`src/rtl/thread_irq_ctx.sv`:
```
module thread_irq_ctx #(
  parameter int PRIO_LEVELS = 8,
  parameter int CTX_RING    = 2,
  localparam int PW = $clog2(PRIO_LEVELS)
) (
  input  logic          clk,
  input  logic          rst_n,
  input  logic          ntf_valid,
  input  logic [PW-1:0] ntf_prio,
  input  logic          acc_valid,
  input  logic          acc_write,
  input  logic [1:0]    acc_page,
  input  logic [1:0]    acc_sel,
  input  logic [7:0]    acc_wdata,
  output logic [15:0]   acc_rdata,
  output logic          irq_o
);

  logic [PRIO_LEVELS-1:0] ipb_q, ipb_set, ipb_clr;
  logic [7:0] cppr_q, pipr_w;
  logic       eo_q, priv, rd, wr, ack_fire, favoured;

  always_comb begin
    pipr_w = 8'hFF;
    for (int i = PRIO_LEVELS - 1; i >= 0; i--)
      if (ipb_q[i]) pipr_w = 8'(i);
  end

  assign priv     = int'(acc_page) <= CTX_RING;
  assign rd       = acc_valid && !acc_write && priv;
  assign wr       = acc_valid && acc_write && priv;
  assign ack_fire = rd && acc_sel == 2'd3 && pipr_w != 8'hFF;
  assign favoured = pipr_w < cppr_q;

  assign ipb_clr = ack_fire ? (PRIO_LEVELS'(1) << pipr_w[PW-1:0]) : '0;
  assign ipb_set = ntf_valid ? (PRIO_LEVELS'(1) << ntf_prio) : '0;

  always_ff @(posedge clk) begin
    if (!rst_n) begin
      ipb_q  <= '0;
      cppr_q <= 8'h00;
      eo_q   <= 1'b0;
    end else begin
      ipb_q <= (ipb_q & ~ipb_clr) | ipb_set;
      if (ack_fire)
        cppr_q <= pipr_w;
      else if (wr && acc_sel == 2'd0)
        cppr_q <= acc_wdata;
      eo_q <= ack_fire ? 1'b0 : favoured;
    end
  end

  always_comb begin
    acc_rdata = '0;
    if (rd)
      case (acc_sel)
        2'd0: acc_rdata = {8'h00, cppr_q};
        2'd1: acc_rdata = {8'h00, 8'(ipb_q)};
        2'd2: acc_rdata = {8'h00, pipr_w};
        default: acc_rdata = {eo_q, 7'b0, pipr_w};
      endcase
  end

  assign irq_o = eo_q;

endmodule


```
`config.mk`:
```
export PLATFORM = sky130hd
export DESIGN_NAME = thread_irq_ctx
export DESIGN_NICKNAME = d
export VERILOG_FILES = /design/src/rtl/thread_irq_ctx.sv
export SDC_FILE = /design/constraint.sdc
export NUM_CORES = 1
export LEC_CHECK = 0
export BUFFER_PORTS_ARGS = -buffer_cell sky130_fd_sc_hd__buf_2
export CORE_MARGIN = 8
export CORE_UTILIZATION = 55
export DETAILED_ROUTE_END_ITERATION = 8
export PLACE_DENSITY = 0.84
export SLEW_MARGIN = 10
export SYNTH_ARGS = -nofsm -noshare
export SYNTH_HDL_FRONTEND = slang
export SYNTH_SLANG_ARGS = --single-unit
```
`constraint.sdc`:
```
create_clock -name clk -period 4.28 [get_ports clk]
set_clock_uncertainty 0.1 [all_clocks]
set_input_delay 0.214 -clock clk [delete_from_list [all_inputs] [get_ports clk]]
set_output_delay 0.214 -clock clk [all_outputs]
set_load 0.02 [all_outputs]
```
# Word level (Yosys, flattened, before mapping)
# Cells that the tools add are included.
dict set report totals {
  regBits 17
  in_bits 20
  output_inout_bits 17
  wordCells 40
}
dict set report classes {
  magnitude_cmp 2
  eq_ne 4
  shift 2
  mux 14
  bitwise 4
  n_reduce_logical 11
}
# operator count
set ops {}
lappend ops {{8-bit 2-to-1 mux} 12}
lappend ops {{16-bit one-hot mux with 3 select lines} 1}
lappend ops {{16-bit 2-to-1 mux} 1}
lappend ops {{1-bit by 3-bit left shift with 8-bit output, first input constant} 2}
lappend ops {{8-bit bitwise AND} 1}
lappend ops {{8-bit less-than comparator} 1}
lappend ops {{8-bit inequality test, second input constant} 1}
lappend ops {{8-bit inverter} 1}
lappend ops {{8-bit bitwise OR} 1}
lappend ops {{1-bit logical AND} 7}
lappend ops {{2-bit equality test, second input constant} 2}
lappend ops {{2-bit by 1-bit equality test with 1-bit output, second input constant} 1}
lappend ops {{2-bit <= comparator, second input constant} 1}
lappend ops {{2-bit logical NOT} 1}
lappend ops {{2-bit nonzero test} 1}
lappend ops {{2-bit OR reduction} 1}
lappend ops {{1-bit logical NOT} 1}
lappend ops {{1-bit inverter} 1}

# Logic depth before layout (Yosys ltp)
# Gate-level depths: netlist (run 1).
dict set report logic_depth {
  ltp_word 14
  depth_mapped 9
  mapped_depth_nobuf 8
}

# Worst setup path before layout (run 1)
# OpenSTA, ideal clock, no wires.
dict set report synth_timing {
  path_type {register -> register}
  startpoint {register ipb_q[7]}
  endpoint {register eo_q (netlist: irq_o)}
  setup_ns 0.103
  t_arrival_ns 2.144
  required_time_ns 4.077
  setup_slack_ns 1.933
  path_stages_with_launch 9
  path_buffers 1
  period_less_slack_ns 2.347
  cell_sequence {dfxtp_1 -> or4_4 -> nor2b_1 -> buf_4 -> ha_1 -> a21o_1 -> a41oi_1 -> o21ai_0 -> a2111oi_2}
}
dict set report synth_via {
  elab_chain_len 11
  word_cells_on_any_way 12
  classes_between {1 x order compare; 1 x eq/ne; 8 x mux; 2 x reduce/logical}
}
# element line_no
set synth_rtl {}
lappend synth_rtl {{start, declared} 19} ;# logic [PRIO_LEVELS-1:0] ipb_q, ipb_set, ipb_clr;
lappend synth_rtl {{start signal, assigned} 44} ;# ipb_q <= (ipb_q & ~ipb_clr) | ipb_set;
lappend synth_rtl {{8-bit 2-to-1 mux * (8 in a row)} 26} ;# if (ipb_q[i]) pipr_w = 8'(i);
lappend synth_rtl {{parallel branches: the longest is 3 deep, another holds 8-bit less-than comparator} -}
lappend synth_rtl {{end signal, assigned} 49} ;# eo_q <= ack_fire ? 1'b0 : favoured;
lappend synth_rtl {{end, declared} 21} ;# logic eo_q, priv, rd, wr, ack_fire, favoured;
# Mark *: on every way between the ends.
# A chain may end at the register's enable or synchronous reset.

# Worst setup path in the final report (run 1)
dict set report layout_timing {
  startpoint {register ipb_q[6]}
  endpoint {register eo_q (netlist: irq_o)}
}
dict set report layout_via {
  elab_chain_len 10
  word_cells_on_any_way 11
  classes_between {1 x order compare; 1 x eq/ne; 7 x mux; 2 x reduce/logical}
}
# element line_no
set layout_rtl {}
lappend layout_rtl {{8-bit 2-to-1 mux * (7 in a row)} 26}
lappend layout_rtl {{parallel branches: the longest is 3 deep, another holds 8-bit less-than comparator} -}
# Marks and branches as above.

==> results.cfg, run 1 <==
[outcome]
status = complete, no violations

[sta]
setup_viol = 0
period_minus_slack_ns = 2.56
setup_tns_ns = 0
final_max_slew_viol_count = 0
fmax_mhz = 391
tightest_slew_ns = 0.741
maxSlewHeadroom = 0.503
rsz0062_at_grt = false
period_share = 0.598
finalHoldViolCount = 0

[synthesis]
synth-edff-count = 0
syn-instance-count = 158
netlist-cell-type-count = 45
yosysWarnings = 0
syn-cell-area_sq_mm = 0.00123
syn_area_per_cell_sq_um = 7.82
ys.flop_type = dfxtp_1
async_flop_share = 0
ys_seq_area_frac = 0.276
yosys_register_bits = 17

[clock_tree]
postCtsHoldBufs = 0
htreeDepth = 1
tritoncts = done
clk_latency_ns = 0.30
cts_buffers = 3
cts_buffer_depth = 2
cts_sinks = 17
cts_setup_buffers = 0
clock-root-buffer = clkbuf_4
path_clk_slew_ns = 0.10
cts_resized = 0

[grt]
grt_pass1_wl_um = 5910
grt_pass1_vias = 1325
grt_max_degree = 16
antenna_found_initial = 0
track_usage = 0.175
grt_overflow = 0

[detailed_routing]
drc_errors = 0
routed_wl_um = 3380
via_per_inst = 6.03
dr.pass1.iters = 4
vias = 1279
wl_per_cell_um = 15.9
first_iter_violations = 73
ant_nets = 0

[placement]
post-dp-hpwl_um = 2710
place_congestion = 0.875
dp_cells = 208
numPortBuffers = 29

[finish]
drive_above_1_share = 0.212
final.fill_count = 194
seqCellArea_sq_um = 340
diodes = 0
nNetsFinal = 212
final_util = 0.637
final_cells = 212
multi_input_area_sq_um = 782
synthToLayoutAreaGrowth_pct = 11.9

[critical_path]
regToRegSetupSlack_ns = 1.72
r2r_start = ipb_q[6]
worstPathArrival_ns = 2.67
startpoint = ipb_q[6]
cp-end-kind = flop
path_class = reg2reg
worstPathMaxFanout = 11
critPathLaunchType = flop
cp.required_ns = 4.39

[hold_path]
worstHoldStart = acc_wdata[7]
hold_path.class = in2reg

[floorplanning]
placementRows = 17
start_util = 0.569
die_width_um = 63.4
boundaryPins = 37
core_sq_mm = 0.00217
die-area_sq_mm = 0.00402
die_h_um = 63.4

[job]
drv_cap = 0

[power]
powerDensity_mw_per_mm2 = 268
vdd_drop_max_v = 0.000241
power_leakage_nw = 0.560
final timing paths:
check         endpoint  depth (start not counted)
max              irq_o                          8
min          cppr_q[7]                          3
max reg2reg      irq_o                          8
min reg2reg  cppr_q[6]                          2
routing by layer:
layer  wire length, um  GRT usage  vias up
met5                 0          0        -
met4                62     0.0891        0
met3               202     0.0459        9
met2              1760      0.317       55
met1              1350      0.180      607
li1                  -          -      608
cells in the final DEF, fill, tap and decap left out, drive strengths merged, types with 3 or more instances in the layout:
| master | count |
|---|---|
| buf | 30 |
| nand2 | 19 |
| dfxtp | 17 |
| a21oi | 15 |
| inv | 11 |
| nor2 | 8 |
| mux2i | 7 |
| ha | 7 |
| conb | 7 |
| nand2b | 5 |
| nor4 | 5 |
| nor2b | 4 |
| a211oi | 4 |
| nand3 | 4 |
| clkbuf | 4 |
| o22ai | 3 |
| o21ai | 3 |
report_power, final:
group	internal [mW]	switching, mW	total [mW]
sequential	0.164	0.00640	0.170
combinational	0.0419	0.0680	0.110
clock	0.0364	0.0529	0.0893
total	0.242	0.127	0.370
through the flow:
stage | area (sq um) | worst slack, ns | power, mW | hold WS (ns)
global placement | 1360 | 1.88 | 0.276 | 0.347
floorplan | 1260 | 1.93 | 0.255 | 0.230
CTS | 1380 | 1.75 | 0.368 | 0.0445
global route | 1380 | 1.60 | 0.392 | 0.0437
finish | 1380 | 1.72 | 0.370 | 0.0418
detailed placement | 1360 | 1.78 | 0.282 | 0.354
worst max-delay path: stages, from the launching register on:
cell and delay [ns]:
dfxtp_1 0.36, or4_4 0.52, nor2b_1 0.13, buf_4 0.20, ha_1 0.27, a21o_1 0.19
a41oi_1 0.20, o21ai_0 0.15, a2111oi_2 0.36
logic make-up (layout without fill, tap and decap cells):
kind of cell | Yosys count | in the layout | share of synthesized area
mux | 7 | 7 | 0.0567
buf+inv | 26 | 46 | 0.109
other cells | 1 | 7 | 0.00304
simple gates | 58 | 58 | 0.248
flops | 17 | 17 | 0.276
compound gates | 42 | 42 | 0.236
fa+ha+maj | 7 | 7 | 0.0709
area by class of cell:
| cell class | count | share of cell area |
|---|---|---|
| Tap cell | 28 | 0.0254 |
| Inverter | 12 | 0.0326 |
| Sequential cell | 17 | 0.246 |
| Clock buffer | 4 | 0.0190 |
| Timing Repair Buffer | 30 | 0.111 |
| Multi-Input combinational cell | 121 | 0.566 |
flip-flops by register name, indices dropped and copies added (netlist names):
register / cells
ipb_q: 8
cppr_q: 8
irq_o: 1
cells in the mapped netlist, types with 2 or more instances:
library cell,instances,area [sq um]
o21bai_1,2,15.0
nand2b_1,5,31.3
or3_1,2,12.5
nor3b_1,2,15.0
buf_2,3,15.0
a211oi_1,4,30.0
o31ai_1,2,15.0
a21oi_1,15,75.1
buf_4,9,67.6
nand3_1,4,20.0
or2_2,2,12.5
nor3_1,2,10.0
nand2_1,19,71.3
nor4_1,4,25.0
o211ai_1,2,15.0
nor2b_1,4,25.0
nor2_1,8,30.0
o21ai_0,2,10.0
ha_1,7,87.6
o22ai_1,3,18.8
dfxtp_1,17,340
inv_1,11,41.3
mux2i_1,7,70.1
Note: power is estimated with default switching activity, not from simulation.
==> inputs of run 2 (changes only) <==
--- a/config.mk
+++ b/config.mk
@@ -7,9 +7,9 @@
 export LEC_CHECK = 0
 export BUFFER_PORTS_ARGS = -buffer_cell sky130_fd_sc_hd__buf_2
 export CORE_MARGIN = 8
-export CORE_UTILIZATION = 55
+export CORE_UTILIZATION = 46
 export DETAILED_ROUTE_END_ITERATION = 8
-export PLACE_DENSITY = 0.84
+export PLACE_DENSITY = 0.75
 export SLEW_MARGIN = 10
 export SYNTH_ARGS = -nofsm -noshare
 export SYNTH_HDL_FRONTEND = slang
==> constraint.sdc (replaced) <==
create_clock -name clk -period 2.2 [get_ports clk]
set_clock_uncertainty 0.1 [all_clocks]
set_input_delay 0.11 -clock clk [delete_from_list [all_inputs] [get_ports clk]]
set_output_delay 0.11 -clock clk [all_outputs]
set_load 0.02 [all_outputs]
==> run 2 against run 1 <==
  * The run now ends with setup timing left
  * Design area up 19%
  * Critical endpoint unchanged
  * Highest routed layer unchanged
  * Routed wire length grew 9.6%
  * Clock power increased by 85%
  * Core utilization up 1.4 points
  * Global-route usage fell by 1.7 points
  * Final cell count rose by 11%
==> results.cfg, run 2 (synthesis results as in run 1) <==
[placement]
dpl-instance-area_sq_mm = 0.00146
place_congestion = 0.890
numPortBuffers = 29
post-dp-hpwl_um = 2760

[clock_tree]
path_clk_slew_ns = 0.10
htreeDepth = 1
clock-root-buffer = clkbuf_4
cts_buffers = 3
cts_buffer_depth = 2
clk_latency_ns = 0.29
cts_sinks = 17
tritoncts = done

[floorplanning]
core_sq_mm = 0.00252
placementRows = 18
die_width_um = 67.8
boundaryPins = 37
start_util = 0.490
die-area_sq_mm = 0.00460
die_h_um = 67.8

[sta]
setup_ws_ns = -0.130
finalHoldViolCount = 0
whs_ns = 0.0696
period_share = 1.06
period_minus_slack_ns = 2.33
setup_tns_ns = -0.242
setup_viol = 6
rsz0062_at_grt = true
final_max_slew_viol_count = 0
fmax_mhz = 429

[detailed_routing]
ant_nets = 0
wl_per_cell_um = 15.7
dr.pass1.iters = 4
via_per_inst = 5.69
first_iter_violations = 74
drc_errors = 0
vias = 1342
routed_wl_um = 3700

[outcome]
status = complete, but fails checks
violations = setup timing

[job]
drv_cap = 0

[critical_path]
cp.required_ns = 2.29
worstPathMaxFanout = 6
worstPathArrival_ns = 2.42
critPathLaunchType = flop
reg2reg_depth = 8
startpoint = ipb_q[6]
regToRegSetupSlack_ns = -0.13
slowest_delay_ns = 0.53
timing.rr.end = irq_o
path_class = reg2reg
cp-end-kind = flop
r2r_start = ipb_q[6]
crit_path_cell_trace = or4_4 -> nor2b_1 -> buf_4 -> ha_4 -> a21o_1 -> a41oi_2 -> o21ai_2 -> a2111oi_2
slowest_stage = or4_4

[power]
power_leakage_nw = 0.669
vdd_drop_max_v = 0.000414
total_power_mw = 0.768
powerDensity_mw_per_mm2 = 468

[finish]
final_cell_mix = 24 x buf_2, 19 x nand2_1, 18 x buf_4, 15 x dfxtp_1
final_util = 0.650
nNetsFinal = 234
stdcell_area_sq_mm = 0.00164
final.fill_count = 208
drive_above_1_share = 0.301
layout_commonest_cell = buf_2
synthToLayoutAreaGrowth_pct = 32.8
diodes = 0

[hold_path]
min_to = ipb_q[2]
worstHoldStart = ntf_prio[2]
hold_depth = 4
hold_path.class = in2reg

[grt]
grt_max_degree = 12
track_usage = 0.158
grt_overflow = 0
antenna_found_initial = 0
grt_pass1_wl_um = 5710
grt_pass1_vias = 1334
-- run 2: cell count changes in the layout (fill, tap and decap cells not counted), sizes merged --
cell	delta
buf	+12
dlygate4sd3	+10
clkinv	+1
clkbuf	-1
-- run 2: report_power, final --
group	switching (mW)	internal, mW
clock	0.0969	0.0677
combinational	0.157	0.120
sequential	0.00770	0.319
-- run 2: timing repair --
item,4_1_cts,5_1_grt
setup endpoints to repair,6,6
pin swaps,0,5
hold buffers,10,0
buffers inserted,0,0
resized for setup,7,8
hold endpoints to repair,9,0
gates cloned,0,0
-- run 2: final cells by class --
class                   instances  area (sq um)  area share
inverters                      12          45.0      0.0275
flip-flops and latches         17           343       0.209
multi-input cells             121           832       0.507
repair buffers                 52           355       0.217
clock buffers                   3          22.5      0.0137
well taps                      30          37.5      0.0229
clock inverters                 1          5.00     0.00305
-- run 2: per-layer routing --
metal / up-vias / track usage / wire length, um
met5: - / 0 / 0
met4: 0 / 0.0972 / 89
met3: 11 / 0.0408 / 315
met2: 58 / 0.266 / 1770
met1: 619 / 0.176 / 1530
li1: 654 / - / -
-- run 2: per-stage QoR --
stage	cells	setup WS [ns]
detailed placement	222	-0.0998
finish	236	-0.130
global route	236	-0.186
CTS	236	-0.120
floorplan	164	0.0113
global placement	222	0.0135
-- run 2: worst max-delay path, delay by kind of cell, from the launching register on --
kind,cells,cell delay [ns]
compound gates,4,0.77
fa+ha+maj,1,0.20
buf+inv,1,0.16
flops,1,0.33
simple gates,2,0.65
-- run 2: how the worst max path moves through the flow --
stage / to / slack (ns) / cells past startpoint
floorplan: irq_o / 0.01 / 8
global placement: irq_o / 0.01 / 8
detailed placement: irq_o / -0.1 / 8
CTS: irq_o / -0.12 / 8
global route: irq_o / -0.19 / 8
finish: irq_o / -0.13 / 8
==> inputs of run 3 (changes only) <==
--- a/config.mk
+++ b/config.mk
@@ -5,11 +5,12 @@
 export SDC_FILE = /design/constraint.sdc
 export NUM_CORES = 1
 export LEC_CHECK = 0
+export ABC_CLOCK_PERIOD_IN_PS = 2500
 export BUFFER_PORTS_ARGS = -buffer_cell sky130_fd_sc_hd__buf_2
 export CORE_MARGIN = 8
-export CORE_UTILIZATION = 46
+export CORE_UTILIZATION = 51
 export DETAILED_ROUTE_END_ITERATION = 8
-export PLACE_DENSITY = 0.75
+export PLACE_DENSITY = 0.79
 export SLEW_MARGIN = 10
 export SYNTH_ARGS = -nofsm -noshare
 export SYNTH_HDL_FRONTEND = slang
==> constraint.sdc (replaced) <==
create_clock -name clk -period 2.5 [get_ports clk]
set_clock_uncertainty 0.1 [all_clocks]
set_input_delay 0.125 -clock clk [delete_from_list [all_inputs] [get_ports clk]]
set_output_delay 0.125 -clock clk [all_outputs]
set_load 0.02 [all_outputs]
==> run 3 against run 2 <==
  * The flow now finishes without violations
  * Routed wire length down 8.8%
  * Total power shrank 17%
  * Die area fell by 7.5%
  * Worst hold slack lost 0.068 ns
  * Design area fell by 8.9%
  * Combinational power shrank 27%
  * Critical endpoint unchanged
==> results.cfg, run 3 (synthesis results as in run 1) <==
[detailed_routing]
routed_wl_um = 3380
drc_errors = 0
top_layer = met4
wl_per_cell_um = 15.0
vias = 1277
via_per_inst = 5.68
wl_met1_um = 1430
ant_nets = 0
routed-wl-met3_um = 297
wl_met2_um = 1620
first_iter_violations = 83
dr.pass1.iters = 4

[critical_path]
timing.rr.end = irq_o
crit_path_cell_trace = or4_4 -> nor2b_2 -> ha_1 -> a21o_1 -> a41oi_1 -> o21ai_0 -> a2111oi_2
reg2reg_depth = 7
worstPathArrival_ns = 2.47
r2r_start = ipb_q[7]
slowest_stage = or4_4
slowest_delay_ns = 0.54
worstPathMaxFanout = 3
regToRegSetupSlack_ns = 0.14
path_delay_family = compound AO/OA/AOI/OAI gates
critPathLaunchType = flop
cp.required_ns = 2.61
cp-end-kind = flop
cp.buffers_inverters = 0
path_class = reg2reg

[hold_path]
min_to = ipb_q[4]
hold_depth = 2
hold_path.class = in2reg
worstHoldStart = ntf_prio[1]

[finish]
drive_above_1_share = 0.226
final_cell_mix = 29 x buf_2, 19 x nand2_1, 17 x dfxtp_1, 15 x a21oi_1, 11 x inv_1
final.fill_count = 233
nNetsFinal = 223
synthToLayoutAreaGrowth_pct = 21.0
stdcell_area_sq_mm = 0.00149
layout_commonest_cell = buf_2
diodes = 0

[floorplanning]
die-area_sq_mm = 0.00425
start_util = 0.517
core_sq_mm = 0.00239
boundaryPins = 37
die_width_um = 65.2
placementRows = 18
die_h_um = 65.2

[sta]
rsz0062_at_grt = false
period_share = 0.945
finalHoldViolCount = 0
setup_viol = 0
fmax_mhz = 423
period_minus_slack_ns = 2.36
whs_ns = 0.00148
final_max_slew_viol_count = 0
setup_tns_ns = 0

[power]
powerDensity_mw_per_mm2 = 428
power_leakage_nw = 0.613
vdd_drop_max_v = 0.000344

[grt]
grt_overflow = 0
grt_pass1_vias = 1281
antenna_found_initial = 0
grt_max_degree = 12
grt_pass1_wl_um = 5830
track_usage = 0.167

[clock_tree]
clock-root-buffer = clkbuf_4
tritoncts = done
htreeDepth = 1
path_clk_slew_ns = 0.11
cts_sinks = 17
cts_buffers = 3
clk_latency_ns = 0.30
cts_buffer_depth = 2

[placement]
numPortBuffers = 29
dpl-instance-area_sq_mm = 0.00138
place_congestion = 0.891
post-dp-hpwl_um = 2660

[job]
drv_cap = 0

[outcome]
status = complete, no violations
==> run 3: changes by cell type in the layout (fill, tap and decap cells not counted), sizes merged <==
cell / change
buf: -9
dlygate4sd3: -2
==> run 3: area by class of cell <==
class / instances / area, sq um / area share
clock inverter: 1 / 5.00 / 0.00335
tap: 30 / 37.5 / 0.0251
sequential: 17 / 340 / 0.228
multi-input combinational: 121 / 785 / 0.525
clock buffer: 3 / 22.5 / 0.0151
inverter: 12 / 45.0 / 0.0302
timing repair buffer: 41 / 259 / 0.173
==> run 3: worst max path at each step <==
| stage | from | endpoint | cells past startpoint |
|---|---|---|---|
| after floorplan | ipb_q[7] | irq_o | 8 |
| after global placement | ipb_q[7] | irq_o | 7 |
| after detailed placement | ipb_q[7] | irq_o | 7 |
| after CTS | ipb_q[7] | irq_o | 7 |
| after global routing | ipb_q[7] | irq_o | 7 |
| final | ipb_q[7] | irq_o | 7 |
==> run 3: metrics by stage <==
step	power, mW	worst slack [ns]	cells	util
CTS	0.641	0.0875	225	0.623
floorplan	0.436	0.153	164	-
global placement	0.475	0.172	213	0.578
global route	0.677	0.0287	225	0.626
detailed placement	0.483	0.123	213	0.578
finish	0.639	0.138	225	0.626
==> run 3: report_power, final <==
| part | switching [mW] | leakage (nW) | internal, mW | total (mW) |
|---|---|---|---|---|
| Clock | 0.0873 | 0.0177 | 0.0596 | 0.147 |
| Sequential | 0.0108 | 0.138 | 0.281 | 0.291 |
| Combinational | 0.116 | 0.457 | 0.0854 | 0.201 |
==> run 3: routing by layer <==
layer | up-vias | global-route usage
met2 | 50 | 0.280
met1 | 593 | 0.202
met4 | 0 | 0.0545
li1 | 630 | -
met3 | 4 | 0.0425
met5 | - | 0
==> run 3: timing repair <==
action                                  CTS  global route
hold endpoints to repair                  8             0
resized for setup                         0             2
endpoints found under the setup margin    0             1
buffers inserted                          0             0
hold buffers                              8             0
